`config.mk`:
```
export PLATFORM = sky130hd
export DESIGN_NAME = mbox_irq_flags
export DESIGN_NICKNAME = d
export VERILOG_FILES = /design/src/rtl/mbox_pkg.sv /design/src/rtl/mbox_port_dec.sv /design/src/rtl/mbox_flag_cell.sv /design/src/rtl/mbox_irq_flags.sv
export SDC_FILE = /design/constraint.sdc
export NUM_CORES = 1
export LEC_CHECK = 0
export ABC_AREA = 1
export CORE_AREA = 4 4 41 43
export CTS_BUF_LIST = sky130_fd_sc_hd__clkbuf_16
export DETAILED_ROUTE_END_ITERATION = 12
export DIE_AREA = 0 0 45 47
export GPL_TIMING_DRIVEN = 0
export PLACE_DENSITY = 0.82
export SLEW_MARGIN = 40
export SYNTH_ARGS = -nofsm -noshare
export SYNTH_HDL_FRONTEND = slang
export SYNTH_SLANG_ARGS = --single-unit
```
`constraint.sdc`:
```
create_clock -name clk -period 1.6 [get_ports clk]
set_input_delay 0.32 -clock clk [delete_from_list [all_inputs] [get_ports clk]]
set_output_delay 0.32 -clock clk [all_outputs]
set_load 0.1 [all_outputs]
```
`src/rtl/mbox_pkg.sv`:
```
package mbox_pkg;

   // Flag actions one side's access can cause in one cycle.
   typedef struct packed {
      logic raise_peer;   // post into the other side's mailbox
      logic ack_own;      // acknowledge own mailbox
   } mbox_req_t;

   localparam int unsigned NUM_SIDES = 2;
   localparam int unsigned SIDE_L    = 0;
   localparam int unsigned SIDE_R    = 1;

endpackage

```
`src/rtl/mbox_port_dec.sv`:
```
module mbox_port_dec
   import mbox_pkg::*;
#(
   parameter int unsigned      ADDR_W     = 12,
   parameter logic [ADDR_W-1:0] RAISE_ADDR = '1,
   parameter logic [ADDR_W-1:0] ACK_ADDR   = '0,
   parameter bit               BUSY_QUAL  = 1'b1
) (
   input  logic [ADDR_W-1:0] addr,
   input  logic              ce_n,
   input  logic              oe_n,
   input  logic              we_n,
   input  logic              busy_n,
   output mbox_req_t         req
);

   logic is_write;
   logic is_read;
   logic allowed;

   assign is_write = ~ce_n & ~we_n;
   assign is_read  = ~ce_n & ~oe_n & we_n;

   generate
      if (BUSY_QUAL) begin : g_busy_gate
         assign allowed = busy_n;
      end else begin : g_busy_ignore
         logic unused_busy;
         assign unused_busy = busy_n;
         assign allowed     = 1'b1;
      end
   endgenerate

   always_comb begin
      req            = '0;
      req.raise_peer = allowed & is_write & (addr == RAISE_ADDR);
      req.ack_own    = allowed & is_read  & (addr == ACK_ADDR);
   end

endmodule

```
`src/rtl/mbox_flag_cell.sv`:
```
module mbox_flag_cell #(
   parameter bit POST_WINS = 1'b1
) (
   input  logic clk,
   input  logic rst_n,
   input  logic post,
   input  logic ack,
   output logic irq_n
);

   logic pending;

   generate
      if (POST_WINS) begin : g_post_first
         always_ff @(posedge clk) begin
            if (!rst_n)    pending <= 1'b0;
            else if (post) pending <= 1'b1;
            else if (ack)  pending <= 1'b0;
         end
      end else begin : g_ack_first
         always_ff @(posedge clk) begin
            if (!rst_n)    pending <= 1'b0;
            else if (ack)  pending <= 1'b0;
            else if (post) pending <= 1'b1;
         end
      end
   endgenerate

   assign irq_n = ~pending;

endmodule

```
`src/rtl/mbox_irq_flags.sv`:
```
module mbox_irq_flags
   import mbox_pkg::*;
#(
   parameter int unsigned ADDR_W    = 12,
   parameter bit          POST_WINS = 1'b1,
   parameter bit          BUSY_QUAL = 1'b1
) (
   input  logic              clk,
   input  logic              rst_n,
   input  logic [ADDR_W-1:0] l_addr,
   input  logic              l_ce_n,
   input  logic              l_oe_n,
   input  logic              l_we_n,
   input  logic              l_busy_n,
   output logic              l_int_n,
   input  logic [ADDR_W-1:0] r_addr,
   input  logic              r_ce_n,
   input  logic              r_oe_n,
   input  logic              r_we_n,
   input  logic              r_busy_n,
   output logic              r_int_n
);

   // Top address is the right mailbox, the one below it the left mailbox.
   localparam logic [ADDR_W-1:0] R_BOX = {ADDR_W{1'b1}};
   localparam logic [ADDR_W-1:0] L_BOX = {{(ADDR_W-1){1'b1}}, 1'b0};

   generate
      if (ADDR_W < 2) begin : g_bad_width
         $error("mbox_irq_flags: ADDR_W must be at least 2");
      end
   endgenerate

   logic [ADDR_W-1:0] side_addr [NUM_SIDES];
   logic              side_ce_n [NUM_SIDES];
   logic              side_oe_n [NUM_SIDES];
   logic              side_we_n [NUM_SIDES];
   logic              side_bsy_n[NUM_SIDES];
   mbox_req_t         side_req  [NUM_SIDES];
   logic              side_irq_n[NUM_SIDES];

   assign side_addr [SIDE_L] = l_addr;
   assign side_ce_n [SIDE_L] = l_ce_n;
   assign side_oe_n [SIDE_L] = l_oe_n;
   assign side_we_n [SIDE_L] = l_we_n;
   assign side_bsy_n[SIDE_L] = l_busy_n;
   assign side_addr [SIDE_R] = r_addr;
   assign side_ce_n [SIDE_R] = r_ce_n;
   assign side_oe_n [SIDE_R] = r_oe_n;
   assign side_we_n [SIDE_R] = r_we_n;
   assign side_bsy_n[SIDE_R] = r_busy_n;

   // Each side posts into the peer's box and acknowledges its own box.
   for (genvar s = 0; s < NUM_SIDES; s++) begin : g_side
      localparam logic [ADDR_W-1:0] OWN_BOX  = (s == SIDE_L) ? L_BOX : R_BOX;
      localparam logic [ADDR_W-1:0] PEER_BOX = (s == SIDE_L) ? R_BOX : L_BOX;

      mbox_port_dec #(
         .ADDR_W     (ADDR_W),
         .RAISE_ADDR (PEER_BOX),
         .ACK_ADDR   (OWN_BOX),
         .BUSY_QUAL  (BUSY_QUAL)
      ) u_dec (
         .addr   (side_addr[s]),
         .ce_n   (side_ce_n[s]),
         .oe_n   (side_oe_n[s]),
         .we_n   (side_we_n[s]),
         .busy_n (side_bsy_n[s]),
         .req    (side_req[s])
      );

      mbox_flag_cell #(
         .POST_WINS (POST_WINS)
      ) u_flag (
         .clk   (clk),
         .rst_n (rst_n),
         .post  (side_req[NUM_SIDES-1-s].raise_peer),
         .ack   (side_req[s].ack_own),
         .irq_n (side_irq_n[s])
      );
   end

   assign l_int_n = side_irq_n[SIDE_L];
   assign r_int_n = side_irq_n[SIDE_R];

endmodule


```
# Word level (Yosys, flattened, before mapping)
# Index checks and enable logic that the tools add are counted.
# totals
regBits	2
output_inout_bits	2
elab_cells	34
# op_classes
reduce_logical	2
bitwise_logic	22
n_eq_ne	4
n_mux	4
# ops
cell	n
12-bit == test (second input constant)	4
1-bit AND	14
1-bit inverter	8
1-bit two-way mux	4
2-bit nonzero test	2

# Longest topological paths before layout
# Gate-level depths: netlist of the first run.
# logic_depth
ltp_word	7
mapped_depth	7
depth_no_buf	7

# Hierarchy
# Synthesis of the first run repeated with hierarchy kept, for this count alone.
# hier_totals
hier_cells	59
hier_area_um2	269.0
# by_module_without_submodules
mod	n_inst	area_per_inst_um2	cells_per_inst
mbox_flag_cell	2	47.5	7
mbox_port_dec (g_side[0].u_dec)	1	88.8	23
mbox_port_dec (g_side[1].u_dec)	1	85.1	22

# Least setup slack after synthesis of the first run
# OpenSTA, ideal clock, no wires.
# synth_timing
path_kind	register to output
from	register g_side[0].u_flag.pending
to	output l_int_n
path_stages_with_launch	2
slack_ps	404
arrival_ps	876
path_buffers	0
cell_sequence	dfxtp_1 inv_1
# synth_via
elab_chain_len	1
# synth_lines
item	line_no	rtl
start, declared	mbox_flag_cell.sv:11	logic pending;
start signal, assigned	mbox_flag_cell.sv:16	if (!rst_n) pending <= 1'b0;
start signal, assigned	mbox_flag_cell.sv:17	else if (post) pending <= 1'b1;
start signal, assigned	mbox_flag_cell.sv:18	else if (ack) pending <= 1'b0;
1-bit inverter	mbox_flag_cell.sv:29	assign irq_n = ~pending;
end, declared	mbox_irq_flags.sv:15	output logic l_int_n,
# Every way passes these cells.

# Worst setup path in the final report of the first run
# Same ends and word-level chain as after synthesis.

==> metrics.log, run 1 <==
[metrics] run status: finished clean
[metrics] source of the worst register-to-register timing path: g_side[1].u_flag.pending$_SDFFE_PN0P_
[metrics] clock latency reported for the late side of the worst-skew pair: 0.22 ns
[metrics] number of nets in the finished design: 133
[metrics] Synth Area in Adders: 0%
[metrics] multiplexer fraction of the synthesized cell area: 0%
[metrics] Placed Cells incl. Taps: 109
[metrics] full die area: 2120 µm²
[metrics] largest register by flop count: g_side.u_flag.pending
[metrics] count of unique library cells instantiated by Yosys: 12
[metrics] Worst Min Path Start: g_side[1].u_flag.pending$_SDFFE_PN0P_
[metrics] number of remaining DRC errors: 0
[metrics] routed wire length: 801 µm
[metrics] Max transition margin: between 60% and 70%
[metrics] simple-gate share of the synthesized area: slightly below 60%
[metrics] leakage power: roughly 0.36 nW
[metrics] number of instances on the worst hold path: 2
[metrics] maximum number of pins on one net before global-route repair: 3
[metrics] initial standard-cell utilization of the core: 23.4%
[metrics] Post-Synth XOR/XNOR Area: 0%
[metrics] startpoint class of the critical path: flip-flop
[metrics] critical path class: flip-flop to primary output
[metrics] post-cts sizing count: 0
[metrics] number of clock buffers inserted by TritonCTS: 3
[metrics] Worst IR Drop VDD: 0.000417 V
[metrics] Mapped Area: 304 µm²
[metrics] compound-gate portion of the synthesized area: 5.76%
[metrics] number of antenna violations at the first check in global routing: 0
[metrics] post-route fraction of the period consumed by the critical path: about four fifths
[metrics] number of vias per cell after detailed routing: about 3.8
[metrics] Max Cap Viol: 0
[metrics] crit path time final: 1.30 ns
[metrics] flip-flop count of the largest register, all copies and words added: 2
[metrics] count of vias placed by the detailed router: approximately 420
[metrics] Hold Violations, Final: 0
[metrics] count of pins over their slew limit: 0
[metrics] Max clock buf depth: 2
[metrics] Die X-Extent: about 45 µm
[metrics] WL/cell: 7.15 µm
[metrics] maximum frequency from static timing analysis: 771 MHz
[metrics] Post-CTS Repair Setup Buffers: 0
[metrics] count of clock tree sinks: 2
[metrics] fill cell instance count of the final layout: 135
[metrics] Post-DP Area: 663 µm²
[metrics] Finished Layout Cells: 112
[metrics] number of levels in the clock H-tree: 1
[metrics] GRT Overall Usage: 7.72%
[metrics] Critical Path End Type: primary output
[metrics] clock slew seen by the registers of the worst setup and hold paths: 0.03 ns
[metrics] dominant combinational cell family by area after synthesis: simple AND/OR/NAND/NOR gates
[metrics] hold-fix buffer count after cts: 0
[metrics] nets in the synthesized netlist: between 90 and 100
[metrics] slowest cell on the critical path: buf_2
[metrics] FF-to-FF End: g_side[1].u_flag.pending$_SDFFE_PN0P_
[metrics] post-synthesis cell count: 59
[metrics] Power per Cell Area: 715 nW/µm²
[metrics] final weighted congestion of routability-driven global placement: 0.705
[metrics] mean area per synthesized cell: 5.15 µm²
[metrics] Placement Rows: 13
[metrics] setup repair after global routing missed its margin: no
[metrics] post-route setup TNS: 0 ns
[metrics] synthesis warning total: 0
[metrics] Crit Path Max Fanout: 2
[metrics] number of antenna diodes: 0
[metrics] detailed-router iteration count before antenna repair: 2
[metrics] Core Region: about 1300 µm²
[metrics] worst path required time: 1.28 ns
[metrics] violation count after the first detailed-routing iteration: 1
[metrics] post-synthesis register bit count: 2
[metrics] final total power: 0.000528 W
[metrics] path type of the worst min-delay path: flip-flop to flip-flop
[metrics] peak per-stage delay on the critical path: 0.41 ns
[metrics] first-pass GRT wire length: 1.15 mm
[metrics] I/O pins: 36
[metrics] hold endpoint: g_side[1].u_flag.pending$_SDFFE_PN0P_
[metrics] floorplan die height: 47 µm
[metrics] remaining global-route overflow: 0
[metrics] post-route cell area: 738 µm²
[metrics] Layout area overhead: 143%
[metrics] setup skew after layout: 0 ns
[metrics] setup violators final: 0
[metrics] Root Buffer: clkbuf_16
[metrics] Final Util: 56.7%
[metrics] vias in the first global route: 340
[metrics] critical-path cell list: inv_1 > buf_2
[metrics] reg2reg setup slack: 1.03 ns
[metrics] number of nets with antenna violations after detailed routing: 0
[metrics] transition time at the pin with the least slew margin: 0.484 ns
[metrics] post-DP HPWL: 756 µm
[metrics] signal arrival time at the worst endpoint: 0.98 ns
[metrics] fraction of final layout cells with drive strength greater than 1: between 10% and 20%
[metrics] part of the Yosys area used for sequential elements: 13.2%
[metrics] largest registers ranked by flip-flop count: g_side.u_flag.pending: 2 flops
[metrics] buffers added on ports: 35
[metrics] worst reg2reg path depth: 2
[metrics] TritonCTS clock tree: yes
## cell usage after synthesis
| library cell | count | area share [%] |
|---|---|---|
| a21oi_2 | 2 | 5.8 |
| dfxtp_1 | 2 | 13 |
| inv_1 | 17 | 21 |
| inv_2 | 1 | 1.2 |
| nand2_1 | 24 | 30 |
| nand2_2 | 1 | 2.1 |
| nand3_2 | 2 | 6.6 |
| nor2_1 | 6 | 7.4 |
| nor2_2 | 1 | 2.1 |
| nor2_4 | 1 | 3.7 |
| nor3_2 | 1 | 3.3 |
| nor3b_2 | 1 | 4.1 |
## critical path: cells and delay by family (launching register included)
kind / cells / cell delay (ns)
buffers and inverters: 2 / 0.45
flip-flops: 1 / 0.30
## final cells by class
type                       instances  area [µm²]  share of cell area (%)
clock buffer                       3        75.1                    10.2
inverter                          18        67.6                    9.15
multi-input combinational         39         196                    26.6
sequential                         2        40.0                    5.42
tap                               15        18.8                    2.54
timing repair buffer              35         340                    46.1
## through the flow
step                setup slack (ns)  hold WS, ns
detailed placement             0.233        0.476
floorplan                      0.404        0.447
CTS                            0.297        0.480
global placement              -0.172        0.460
global route                   0.277        0.511
finish                         0.303        0.477
## cells by family (layout without fill, tap and decap cells)
kind of cell           after synthesis  count (layout)
flip-flops                           2               2
AO/OA/AOI/OAI                        2               2
AND/OR/NAND/NOR                     37              37
buffers and inverters               18              56
## power breakdown
group          leakage (nW)  internal (W)  switching [W]
Clock                0.0370      0.000318      0.0000529
Combinational         0.307     0.0000799      0.0000269
Sequential           0.0161     0.0000503  0.00000000157
## layout by cell type, fill, tap and decap left out, types with 2 or more instances in the layout
master / Yosys / routed
dfxtp_1: 2 / 2
clkbuf_16: 0 / 3
buf_2: 0 / 2
a21oi_2: 2 / 2
nor2_1: 6 / 6
clkdlybuf4s50_1: 0 / 33
nand3_2: 2 / 2
nand2_1: 24 / 24
inv_1: 17 / 17
## worst max path at each step
stage / endpoint / cells after the start / slack (ns) / startpoint
floorplan: l_int_n / 1 / 0.40 / g_side[0].u_flag.pending$_SDFFE_PN0P_
global placement: l_int_n / 2 / -0.17 / g_side[0].u_flag.pending$_SDFFE_PN0P_
detailed placement: g_side[0].u_flag.pending$_SDFFE_PN0P_ / 8 / 0.23 / l_we_n
CTS: l_int_n / 2 / 0.30 / g_side[0].u_flag.pending$_SDFFE_PN0P_
global route: r_int_n / 2 / 0.28 / g_side[1].u_flag.pending$_SDFFE_PN0P_
finish: l_int_n / 2 / 0.30 / g_side[0].u_flag.pending$_SDFFE_PN0P_
## layer usage
layer | track usage (%) | part of all wire, %
met1 | 6.77 | 35
met2 | 13.3 | 50
met3 | 4.60 | 14
met4 | 5.26 | 0
met5 | 0 | 0
Power figures use the tool's default switching activity.
==> run 2, diff against run 1 <==
==> constraint.sdc (replaced) <==
create_clock -name clk -period 1.4 [get_ports clk]
set_input_delay 0.28 -clock clk [delete_from_list [all_inputs] [get_ports clk]]
set_output_delay 0.28 -clock clk [all_outputs]
set_load 0.1 [all_outputs]
==> results of run 2 <==
The final DEF is identical to that of run 1. Status: finished clean.
Among the figures that moved: setup slack after placement 0.233 ns -> 0.0731 ns; setup slack after layout 0.303 ns -> 0.143 ns; register-to-register setup slack 1.03 ns -> 0.83 ns; total power 0.000528 W -> 0.000603 W; worst IR drop on VDD 0.000417 V -> 0.000477 V
==> run 3, diff against run 2 <==
--- a/config.mk
+++ b/config.mk
@@ -12,6 +12,7 @@
 export DIE_AREA = 0 0 45 47
 export GPL_TIMING_DRIVEN = 0
 export PLACE_DENSITY = 0.82
+export RECOVER_POWER = 100
 export SLEW_MARGIN = 40
 export SYNTH_ARGS = -nofsm -noshare
 export SYNTH_HDL_FRONTEND = slang
==> run 3 against run 2 <==
- power down 0.19%
- utilization stayed put
- first-iteration DRC count unchanged
- count of clock-buffer cells in the layout unchanged
- hold slack hardly changed
- critical path depth is the same
- largest cell class unchanged
==> metrics.log, run 3 (same netlist as run 1, synthesis figures left out) <==
[metrics] run status: finished clean
[metrics] flip-flop count of the largest register, all copies and words added: 2 (unchanged)
[metrics] Placement Rows: 13 (unchanged)
[metrics] fraction of final layout cells with drive strength greater than 1: 15.5% (unchanged)
[metrics] WL/cell: 7.14 µm (-0.12%)
[metrics] final weighted congestion of routability-driven global placement: 0.705 (unchanged)
[metrics] Critical Path End Type: primary output
[metrics] number of clock buffers inserted by TritonCTS: 3 (unchanged)
[metrics] sequential share of power: 9.6% (about the same)
[metrics] initial standard-cell utilization of the core: 23.4% (unchanged)
[metrics] violation count after the first detailed-routing iteration: 1 (unchanged)
[metrics] total internal power: 0.000511 W
[metrics] transition time at the pin with the least slew margin: 0.538 ns (+0.0539 ns)
[metrics] GRT Overall Usage: 7.72% (unchanged)
[metrics] Max clock buf depth: 2 (unchanged)
[metrics] maximum frequency from static timing analysis: 774 MHz
[metrics] leakage power: 0.363 nW (+0.92%)
[metrics] global-route met2 utilization: 13.3% (unchanged)
[metrics] TritonCTS clock tree: yes
[metrics] Die X-Extent: 45 µm (unchanged)
[metrics] post-DP HPWL: 756 µm (unchanged)
[metrics] buffers added on ports: 35 (unchanged)
[metrics] Net Switching: 0.0000912 W
[metrics] full die area: 2120 µm² (unchanged)
[metrics] post-cts sizing count: 0 (unchanged)
[metrics] signal arrival time at the worst endpoint: 1.01 ns (+0.03 ns)
[metrics] number of nets with antenna violations after detailed routing: 0 (unchanged)
[metrics] met1 track utilization from global routing: 6.77% (unchanged)
[metrics] crit path time final: 1.29 ns
[metrics] slowest cell on the critical path: clkbuf_2
[metrics] floorplan die height: 47 µm (unchanged)
[metrics] remaining global-route overflow: 0 (unchanged)
[metrics] number of nets in the finished design: 133 (unchanged)
[metrics] Core Region: 1300 µm² (unchanged)
[metrics] leading cell type in the layout, fill and taps excluded: clkdlybuf4s50_1
[metrics] largest register by flop count: g_side.u_flag.pending
[metrics] critical-path cell list: inv_1 > clkbuf_2
[metrics] Final Util: 56.7% (unchanged)
[metrics] clock latency reported for the late side of the worst-skew pair: 0.22 ns (about the same)
[metrics] number of remaining DRC errors: 0 (unchanged)
[metrics] Worst IR Drop VDD: 0.000477 V
[metrics] hold-fix buffer count after cts: 0 (unchanged)
[metrics] number of vias per cell after detailed routing: 3.78 (unchanged)
[metrics] first-pass GRT wire length: 1.15 mm (unchanged)
[metrics] detailed-router iteration count before antenna repair: 2 (unchanged)
[metrics] count of clock tree sinks: 2 (unchanged)
[metrics] switching portion of total power: 15.2%
[metrics] count of vias placed by the detailed router: 423 (unchanged)
[metrics] post-route setup TNS: 0 ns (unchanged)
[metrics] peak per-stage delay on the critical path: 0.44 ns (+0.03 ns)
[metrics] setup repair after global routing missed its margin: no
[metrics] Layout area overhead: 143% (unchanged)
[metrics] critical path class: flip-flop to primary output
[metrics] startpoint class of the critical path: flip-flop
[metrics] Worst setup startpoint: g_side[0].u_flag.pending$_SDFFE_PN0P_
[metrics] global routing met3 resource utilization: 4.60% (unchanged)
[metrics] Max Cap Viol: 0 (unchanged)
[metrics] Post-CTS Repair Setup Buffers: 0 (unchanged)
[metrics] I/O pins: 36 (unchanged)
[metrics] path type of the worst min-delay path: flip-flop to flip-flop
[metrics] portion of total power attributed to the clock network: 70.4% (+0.2 points)
[metrics] Root Buffer: clkbuf_16
[metrics] count of pins over their slew limit: 0 (unchanged)
[metrics] source of the worst register-to-register timing path: g_side[1].u_flag.pending$_SDFFE_PN0P_
[metrics] number of antenna diodes: 0 (unchanged)
[metrics] Hold Violations, Final: 0 (unchanged)
[metrics] clock slew seen by the registers of the worst setup and hold paths: 0.03 ns (about the same)
[metrics] post-route fraction of the period consumed by the critical path: ~92%
[metrics] maximum number of pins on one net before global-route repair: 3 (unchanged)
[metrics] setup violators final: 0 (unchanged)
[metrics] number of antenna violations at the first check in global routing: 0 (unchanged)
[metrics] Crit Path Max Fanout: 2 (unchanged)
[metrics] worst path required time: 1.12 ns
[metrics] Worst Min Path Start: g_side[0].u_flag.pending$_SDFFE_PN0P_
[metrics] vias in the first global route: 340 (unchanged)
[metrics] largest registers ranked by flip-flop count: g_side.u_flag.pending: 2 flops
[metrics] Power per Cell Area: 815 nW/µm²
[metrics] routed wire length: 800 µm (-0.12%)
[metrics] number of levels in the clock H-tree: 1 (unchanged)
[metrics] setup skew after layout: 0 ns (unchanged)
[metrics] combinational group share of total power: 20.1% (about the same)
[metrics] highest-count cells in the layout ignoring fill and taps: clkdlybuf4s50_1 (31), nand2_1 (24), inv_1 (17)
[metrics] Max transition margin: 64.3% (-3.7 points)
[metrics] Top Usage Layer GRT: met2
-- run 3: cell count changes in the layout (fill, tap and decap cells not counted), sizes merged --
cell and change:
buf -2, clkbuf +2, clkdlybuf4s50 -2, dlygate4sd3 +2
-- run 3: power by group through the flow --
stage	clock network [W]	registers, W	logic (W)
finish	0.000423	0.0000575	0.000121
global route	0.000438	0.0000575	0.000132
CTS	0.000432	0.0000575	0.000123
detailed placement	0	0.0000582	0.000123
global placement	0	0.0000582	0.000122
floorplan	0	0.0000582	0.0000273
-- run 3: routing by layer --
metal	routed length (µm)	vias up	share of wire (%)
met2	401	21	50
met3	120	0	15
met1	278	160	35
li1	-	242	-
met4	0	0	0
met5	0	-	0
-- run 3: final timing paths --
path                                            to  slack, ns  cells past startpoint
max                                        l_int_n       0.11                      2
min          g_side[0].u_flag.pending$_SDFFE_PN0P_       0.48                      2
max reg2reg  g_side[1].u_flag.pending$_SDFFE_PN0P_       0.83                      2
min reg2reg  g_side[0].u_flag.pending$_SDFFE_PN0P_       0.48                      2
-- run 3: area by class of cell --
type	instances	area [µm²]
sequential	2	40.0
multi-input combinational	39	196
inverter	18	67.6
timing repair buffer	35	340
fill	135	563
clock buffer	3	75.1
tap	15	18.8
-- run 3: through the flow --
step	total power [W]	setup WS (ns)	cells	instance area (µm²)	hold WS [ns]
global route	0.000627	0.0822	112	738	0.511
CTS	0.000612	0.137	112	738	0.480
floorplan	0.0000855	0.244	59	304	0.435
finish	0.000602	0.108	112	738	0.477
global placement	0.000180	-0.332	109	673	0.460
detailed placement	0.000181	0.0731	109	663	0.476
-- run 3: critical path, delay by kind of cell (launching register included) --
| kind | cells | cell delay (ns) |
|---|---|---|
| buffers and inverters | 2 | 0.49 |
| DFF | 1 | 0.30 |
